File: src/rtl/irqd_pkg.sv
package irqd_pkg;
  localparam int ADDR_W = 10;
  localparam int DATA_W = 32;
  localparam int PRIO_W = 8;

  // word address map, one bank per base; bank index added to base
  localparam logic [ADDR_W-1:0] A_CTRL   = 10'h000;
  localparam logic [ADDR_W-1:0] A_TYPE   = 10'h001;
  localparam logic [ADDR_W-1:0] A_SETEN  = 10'h040;
  localparam logic [ADDR_W-1:0] A_CLREN  = 10'h060;
  localparam logic [ADDR_W-1:0] A_SETPND = 10'h080;
  localparam logic [ADDR_W-1:0] A_CLRPND = 10'h0A0;
  localparam logic [ADDR_W-1:0] A_GROUP  = 10'h0C0;
  localparam logic [ADDR_W-1:0] A_PRIO   = 10'h100;
  localparam logic [ADDR_W-1:0] A_CFG    = 10'h200;

  function automatic logic [ADDR_W-1:0] bank_addr(logic [ADDR_W-1:0] base, int idx);
    return base + ADDR_W'(idx);
  endfunction

  // candidate displaces the current best only on a strictly lower value
  function automatic logic outranks(logic [PRIO_W-1:0] cand_p, logic [PRIO_W-1:0] best_p,
                                    logic have_best);
    return !have_best || (cand_p < best_p);
  endfunction
endpackage

File: src/rtl/irqd_regs.sv
module irqd_regs
  import irqd_pkg::*;
#(
  parameter int NUM_IRQ = 64
) (
  input  logic                      clk,
  input  logic                      rst_n,
  input  logic                      wr_en,
  input  logic [ADDR_W-1:0]         addr,
  input  logic [DATA_W-1:0]         wdata,
  output logic [DATA_W-1:0]         rdata,
  input  logic [NUM_IRQ-1:0]        pend_eff,
  output logic                      ctrl_en,
  output logic [NUM_IRQ-1:0]        enable_q,
  output logic [PRIO_W*NUM_IRQ-1:0] prio_q,
  output logic [NUM_IRQ-1:0]        edge_cfg,
  output logic [NUM_IRQ-1:0]        set_pnd,
  output logic [NUM_IRQ-1:0]        clr_pnd
);
  localparam int NW  = NUM_IRQ / 32;
  localparam int NPW = NUM_IRQ / 4;
  localparam int NCW = NUM_IRQ / 16;

  logic [NUM_IRQ-1:0]   group_q;
  logic [2*NUM_IRQ-1:0] cfg_q;

  always_ff @(posedge clk or negedge rst_n) begin
    if (!rst_n) begin
      ctrl_en  <= 1'b0;
      enable_q <= '0;
      group_q  <= '0;
      prio_q   <= '0;
      cfg_q    <= '0;
    end else if (wr_en) begin
      if (addr == A_CTRL) ctrl_en <= wdata[0];
      for (int w = 0; w < NW; w++) begin
        if (addr == bank_addr(A_SETEN, w)) enable_q[w*32 +: 32] <= enable_q[w*32 +: 32] | wdata;
        if (addr == bank_addr(A_CLREN, w)) enable_q[w*32 +: 32] <= enable_q[w*32 +: 32] & ~wdata;
        if (addr == bank_addr(A_GROUP, w)) group_q[w*32 +: 32] <= wdata;
      end
      for (int k = 0; k < NPW; k++)
        if (addr == bank_addr(A_PRIO, k)) prio_q[k*32 +: 32] <= wdata;
      for (int k = 0; k < NCW; k++)
        if (addr == bank_addr(A_CFG, k)) cfg_q[k*32 +: 32] <= wdata;
    end
  end

  // upper bit of each two-bit field selects edge behaviour
  for (genvar i = 0; i < NUM_IRQ; i++) begin : g_cfg
    assign edge_cfg[i] = cfg_q[2*i+1];
  end

  always_comb begin
    set_pnd = '0;
    clr_pnd = '0;
    for (int w = 0; w < NW; w++) begin
      if (wr_en && addr == bank_addr(A_SETPND, w)) set_pnd[w*32 +: 32] = wdata;
      if (wr_en && addr == bank_addr(A_CLRPND, w)) clr_pnd[w*32 +: 32] = wdata;
    end
  end

  always_comb begin
    rdata = '0;
    if (addr == A_CTRL) rdata[0] = ctrl_en;
    if (addr == A_TYPE) rdata[4:0] = 5'(NW - 1);
    for (int w = 0; w < NW; w++) begin
      if (addr == bank_addr(A_SETEN, w) || addr == bank_addr(A_CLREN, w))
        rdata = enable_q[w*32 +: 32];
      if (addr == bank_addr(A_SETPND, w) || addr == bank_addr(A_CLRPND, w))
        rdata = pend_eff[w*32 +: 32];
      if (addr == bank_addr(A_GROUP, w)) rdata = group_q[w*32 +: 32];
    end
    for (int k = 0; k < NPW; k++)
      if (addr == bank_addr(A_PRIO, k)) rdata = prio_q[k*32 +: 32];
    for (int k = 0; k < NCW; k++)
      if (addr == bank_addr(A_CFG, k)) rdata = cfg_q[k*32 +: 32];
  end
endmodule

File: src/rtl/irqd_pend.sv
module irqd_pend
  import irqd_pkg::*;
#(
  parameter int NUM_IRQ = 64,
  parameter int ID_W    = 6
) (
  input  logic               clk,
  input  logic               rst_n,
  input  logic [NUM_IRQ-1:0] irq_in,
  input  logic [NUM_IRQ-1:0] edge_cfg,
  input  logic [NUM_IRQ-1:0] set_pnd,
  input  logic [NUM_IRQ-1:0] clr_pnd,
  input  logic               ack_take,
  input  logic [ID_W-1:0]    ack_id,
  input  logic               eoi,
  input  logic [ID_W-1:0]    eoi_id,
  output logic [NUM_IRQ-1:0] pend_eff,
  output logic [NUM_IRQ-1:0] active_q,
  output logic [NUM_IRQ-1:0] edge_rise
);
  logic [NUM_IRQ-1:0] irq_q, irq_p, latch_q, ack_hit, eoi_hit;

  always_ff @(posedge clk or negedge rst_n) begin
    if (!rst_n) begin
      irq_q <= '0;
      irq_p <= '0;
    end else begin
      irq_q <= irq_in;
      irq_p <= irq_q;
    end
  end

  assign edge_rise = irq_q & ~irq_p;

  for (genvar i = 0; i < NUM_IRQ; i++) begin : g_src
    assign ack_hit[i]  = ack_take && (ack_id == ID_W'(i));
    assign eoi_hit[i]  = eoi && (eoi_id == ID_W'(i));
    assign pend_eff[i] = latch_q[i] | (~edge_cfg[i] & irq_q[i]);
  end

  // a new edge or a software set beats any clear in the same cycle
  always_ff @(posedge clk or negedge rst_n) begin
    if (!rst_n) begin
      latch_q  <= '0;
      active_q <= '0;
    end else begin
      for (int i = 0; i < NUM_IRQ; i++) begin
        if ((edge_cfg[i] && edge_rise[i]) || set_pnd[i]) latch_q[i] <= 1'b1;
        else if (clr_pnd[i] || ack_hit[i])               latch_q[i] <= 1'b0;
        if (ack_hit[i])      active_q[i] <= 1'b1;
        else if (eoi_hit[i]) active_q[i] <= 1'b0;
      end
    end
  end
endmodule

File: src/rtl/irqd_arb.sv
module irqd_arb
  import irqd_pkg::*;
#(
  parameter int NUM_IRQ = 64,
  parameter int ID_W    = 6
) (
  input  logic [NUM_IRQ-1:0]        cand,
  input  logic [PRIO_W*NUM_IRQ-1:0] prio_q,
  input  logic                      gate,
  output logic                      fwd_valid,
  output logic [ID_W-1:0]           fwd_id,
  output logic [PRIO_W-1:0]         fwd_prio
);
  logic              have;
  logic [ID_W-1:0]   best_id;
  logic [PRIO_W-1:0] best_p;

  // ascending scan: equal values never displace an earlier ID
  always_comb begin
    have    = 1'b0;
    best_id = '0;
    best_p  = '0;
    for (int i = 0; i < NUM_IRQ; i++) begin
      if (cand[i] && outranks(prio_q[i*PRIO_W +: PRIO_W], best_p, have)) begin
        have    = 1'b1;
        best_id = ID_W'(i);
        best_p  = prio_q[i*PRIO_W +: PRIO_W];
      end
    end
  end

  assign fwd_valid = gate & have;
  assign fwd_id    = best_id;
  assign fwd_prio  = best_p;
endmodule

File: src/rtl/irq_distributor.sv
module irq_distributor
  import irqd_pkg::*;
#(
  parameter  int NUM_IRQ = 64,
  localparam int ID_W    = $clog2(NUM_IRQ)
) (
  input  logic               clk,
  input  logic               rst_n,
  input  logic [NUM_IRQ-1:0] irq_in,
  input  logic               bus_wr,
  input  logic [ADDR_W-1:0]  bus_addr,
  input  logic [DATA_W-1:0]  bus_wdata,
  output logic [DATA_W-1:0]  bus_rdata,
  input  logic               cpu_ack,
  input  logic               cpu_eoi,
  input  logic [ID_W-1:0]    eoi_id,
  output logic               fwd_valid,
  output logic [ID_W-1:0]    fwd_id,
  output logic [PRIO_W-1:0]  fwd_prio
);
  logic                      ctrl_en;
  logic [NUM_IRQ-1:0]        enable_q, edge_cfg, set_pnd, clr_pnd;
  logic [NUM_IRQ-1:0]        pend_eff, active_q, edge_rise, cand;
  logic [PRIO_W*NUM_IRQ-1:0] prio_q;
  logic                      ack_take;

  irqd_regs #(.NUM_IRQ(NUM_IRQ)) u_regs (
    .clk(clk), .rst_n(rst_n), .wr_en(bus_wr), .addr(bus_addr), .wdata(bus_wdata),
    .rdata(bus_rdata), .pend_eff(pend_eff), .ctrl_en(ctrl_en), .enable_q(enable_q),
    .prio_q(prio_q), .edge_cfg(edge_cfg), .set_pnd(set_pnd), .clr_pnd(clr_pnd)
  );

  assign ack_take = cpu_ack & fwd_valid;

  irqd_pend #(.NUM_IRQ(NUM_IRQ), .ID_W(ID_W)) u_pend (
    .clk(clk), .rst_n(rst_n), .irq_in(irq_in), .edge_cfg(edge_cfg), .set_pnd(set_pnd),
    .clr_pnd(clr_pnd), .ack_take(ack_take), .ack_id(fwd_id), .eoi(cpu_eoi),
    .eoi_id(eoi_id), .pend_eff(pend_eff), .active_q(active_q), .edge_rise(edge_rise)
  );

  assign cand = enable_q & pend_eff & ~active_q;

  irqd_arb #(.NUM_IRQ(NUM_IRQ), .ID_W(ID_W)) u_arb (
    .cand(cand), .prio_q(prio_q), .gate(ctrl_en),
    .fwd_valid(fwd_valid), .fwd_id(fwd_id), .fwd_prio(fwd_prio)
  );
endmodule

File: config.mk
export PLATFORM = sky130hd
export DESIGN_NAME = irq_distributor
export DESIGN_NICKNAME = d
export VERILOG_FILES = /design/src/rtl/irqd_pkg.sv /design/src/rtl/irqd_regs.sv /design/src/rtl/irqd_pend.sv /design/src/rtl/irqd_arb.sv /design/src/rtl/irq_distributor.sv
export SDC_FILE = /design/constraint.sdc
export NUM_CORES = 2
export LEC_CHECK = 0
export ABC_AREA = 1
export BUFFER_PORTS_ARGS = -buffer_cell sky130_fd_sc_hd__buf_2
export CAP_MARGIN = 20
export CORE_MARGIN = 1
export CORE_UTILIZATION = 28
export DETAILED_ROUTE_END_ITERATION = 6
export GPL_ROUTABILITY_DRIVEN = 0
export GPL_TIMING_DRIVEN = 0
export PLACE_DENSITY = 0.43
export SLEW_MARGIN = 20
export SYNTH_ARGS = -nofsm -noshare
export SYNTH_HDL_FRONTEND = slang
export SYNTH_SLANG_ARGS = --single-unit
File: constraint.sdc
create_clock -name clk -period 89.3 [get_ports clk]
set_clock_uncertainty 0.05 [all_clocks]
set_input_delay 4.465 -clock clk [delete_from_list [all_inputs] [get_ports clk]]
set_output_delay 4.465 -clock clk [all_outputs]
set_load 0.01 [all_outputs]
==> results.ini <==
[finish]
area_delta_synth_final_pct = 25.67
seq_area_sq_um = 25650
multiInputGateArea_sq_um = 37840
drive_gt1_frac = 0.2025
nets = 9839
n_fill_cell = 24140

[clock_tree]
cts_buffers = 119
cts_tree = built
clockRootBuffer = clkbuf_16
cts.sinks = 1025
path_clk_slew_ns = 0.06
cts_max_path_buffers = 3
htreeDepth = 3
clkLatencyLatePin_ns = 0.83

[global_routing]
grt-ovfl-total = 0
grt_start_max_net_pins = 128
grt_pass1_vias = 62140
antenna_found_initial = 23
grt_pass1_wl_um = 475500
gr-usage-all-layers = 0.2845

[route]
via_count = 66910
wl_per_cell_um = 27.42
drt_iter0_drc = 7105
viasPerCell = 5.340
dr.pass1.iters = 6
drtAntennaViolNets = 0
drc = 0
finalWirelength_um = 343600

[sta]
hold_viol_final = 0
final.period_utilization = 0.9575
timing.fmax_mhz = 11.70
slew_viol_final = 0
slew_headroom = 0.1352
worstMarginPinSlew_ns = 1.265
finalSetupViolCount = 0
worst_slack_ns = 3.794
min_period_ns = 85.51

[yosys]
ys_seq_elements = 1025
synth_top_area_share = 0.3953
ys_async_sr_fraction = 1.000
syn_inst = 8739
syn_avg_cell_area_sq_um = 7.426
syn_area_sq_um = 64890
synth_area_leaders = dfrtp_1 40%, nand2_1 16%, o21ai_0 9.3%, ha_1 6.4%, inv_1 4.7%
synth_ff_type = dfrtp_1
synth_edf_count = 0
synth.distinct_cells = 58
ys_warn_count = 0
yosys.area.top_type = dfrtp_1
synth_nets = 9186
yosysSeqAreaShare = 0.3953

[outcome]
outcome = finished, final reports clean

[critical_path]
crit_path_start_kind = register
crit_type = register to output pin
rr_worst_depth = 625
path_max_fanout = 13
path_common_cell = nand2_1
end_kind = output pin
crit_required_ns = 84.78
max_stage_delay_ns = 0.46
crit_slowest_cell = dfrtp_2
crit_arrival_ns = 80.99

[place]
numPortBuffers = 163
post-place-ws_ns = -13.97
dp_hpwl_um = 270500

[floorplanning]
start_util = 0.2820
die-width_um = 483.4
die_y_um = 483.4
pin_count = 164
fp-row-count = 176
core_sq_um = 230100
dieArea_sq_um = 233700

[flow_run]
max_cap_viol_count = 0

[min_path]
whs_path_depth = 0
hold_class = register to register

==> flip-flops by register name, summed over array words and instances (netlist names), named ones only <==
| name | count |
|---|---|
| u_regs.group_q | 64 |
| u_pend.irq_q | 64 |
| u_regs.ctrl_en | 1 |
| u_pend.latch_q | 64 |
| u_regs.prio_q | 512 |
| u_pend.active_q | 64 |
| u_pend.irq_p | 64 |
| u_regs.cfg_q | 128 |
==> kinds of logic after synthesis <==
logic type,Yosys count,share of synthesized area
AO/OA/AOI/OAI,1872,0.1616
AND/OR/NAND/NOR,4244,0.2926
flip-flops,1025,0.3953
multiplexers,32,0.004936
buffers and inverters,1236,0.08196
adder cells (fa/ha/maj),330,0.06363
==> layout by cell type (no fill, tap or decap), drive strengths merged <==
master | netlist | routed
a2111oi | 10 | 10
a211oi | 76 | 76
a21oi | 264 | 264
a221o | 3 | 3
a221oi | 68 | 68
a22oi | 2 | 2
a31oi | 4 | 4
a32oi | 1 | 1
and3 | 1 | 1
buf | 49 | 575
bufinv | 7 | 17
clkbuf | 316 | 489
clkinv | 6 | 37
clkinvlp | 0 | 6
dfrtp | 1025 | 1025
diode | 0 | 12
ha | 330 | 330
inv | 858 | 861
mux2i | 32 | 32
nand2 | 3051 | 3055
nand3 | 556 | 556
nand3b | 26 | 26
nand4 | 65 | 65
nor2 | 418 | 418
nor3 | 81 | 82
nor4 | 27 | 27
o2111ai | 28 | 28
o211ai | 23 | 23
o21a | 1 | 1
o21ai | 1220 | 1220
o21bai | 55 | 55
o221ai | 18 | 18
o22ai | 98 | 98
o311ai | 1 | 1
or2 | 19 | 19
==> metrics by stage <==
| step | instance area, sq um | util | hold slack, ns | setup TNS, ns | cells |
|---|---|---|---|---|---|
| after floorplan | 64890 | - | 0.3240 | 0 | 8739 |
| after global placement | 69500 | 0.3020 | 0.3528 | -1925.46 | 11930 |
| after detailed placement | 71040 | 0.3087 | 0.3478 | -1425.25 | 12000 |
| after CTS | 77830 | 0.3382 | 0.3669 | 0 | 12360 |
| after global routing | 81520 | 0.3543 | 0.3812 | -5.784 | 12520 |
| final | 81550 | 0.3544 | 0.3586 | 0 | 12530 |
==> metal layers <==
metal / wire length, um / vias to the layer above / track usage
li1: - / 30300 / -
met1: 148800 / 33160 / 0.3852
met2: 149100 / 2830 / 0.4376
met3: 23400 / 621 / 0.04131
met4: 22280 / 6 / 0.1492
met5: 46 / - / 0
==> layout make-up <==
| cell class | count | share of cell area |
|---|---|---|
| Antenna cell | 12 | 0.0003682 |
| Buffer | 361 | 0.02743 |
| Clock buffer | 172 | 0.04291 |
| Clock inverter | 50 | 0.008131 |
| Inverter | 871 | 0.04147 |
| Multi-Input combinational cell | 6483 | 0.4640 |
| Sequential cell | 1025 | 0.3145 |
| Tap cell | 3026 | 0.04643 |
| Timing Repair Buffer | 531 | 0.05474 |
==> worst max-delay path, delay by kind of cell (launching register included) <==
family | cells | cell delay, ns
compound gates | 154 | 23.00
fa+ha+maj | 63 | 17.61
buf+inv | 79 | 11.99
flops | 1 | 0.46
simple gates | 324 | 26.90
==> worst paths after layout <==
| kind | start | end | slack [ns] |
|---|---|---|---|
| min in group asynchronous | rst_n | u_regs.prio_q[137]$_DFFE_PN0P_ | 3.49 |
| hold reg to reg | u_pend.irq_q[49]$_DFF_PN0_ | u_pend.irq_p[49]$_DFF_PN0_ | 0.36 |
| max in group asynchronous | rst_n | u_regs.prio_q[468]$_DFFE_PN0P_ | 83.54 |
| setup reg to reg | u_pend.irq_q[0]$_DFF_PN0_ | u_pend.latch_q[26]$_DFFE_PN0P_ | 8.46 |
| hold / removal | u_pend.irq_q[49]$_DFF_PN0_ | u_pend.irq_p[49]$_DFF_PN0_ | 0.36 |
| setup / recovery | u_pend.irq_q[0]$_DFF_PN0_ | fwd_id[0] | 3.79 |
==> cells in the mapped netlist, types with 55 or more instances <==
cell type / n
a211oi_1: 76
a21oi_1: 252
a221oi_1: 68
clkbuf_1: 291
dfrtp_1: 1025
ha_1: 330
inv_1: 816
nand2_1: 2685
nand2_2: 273
nand2_4: 93
nand3_1: 525
nand4_1: 65
nor2_1: 388
nor3_1: 71
o21ai_0: 1201
o21bai_1: 55
o22ai_1: 98
==> repair_timing <==
action                     4_1_cts  5_1_grt
setup endpoints to repair      142      142
resized for setup              484      486
setup buffers                  123      139
hold buffers                     0        0
pin swaps                      201      337
gates cloned                    17       18
Power is left out: the tool's default activity adds up to more than one toggle a clock period on the data nets, which glitch-free logic cannot reach.
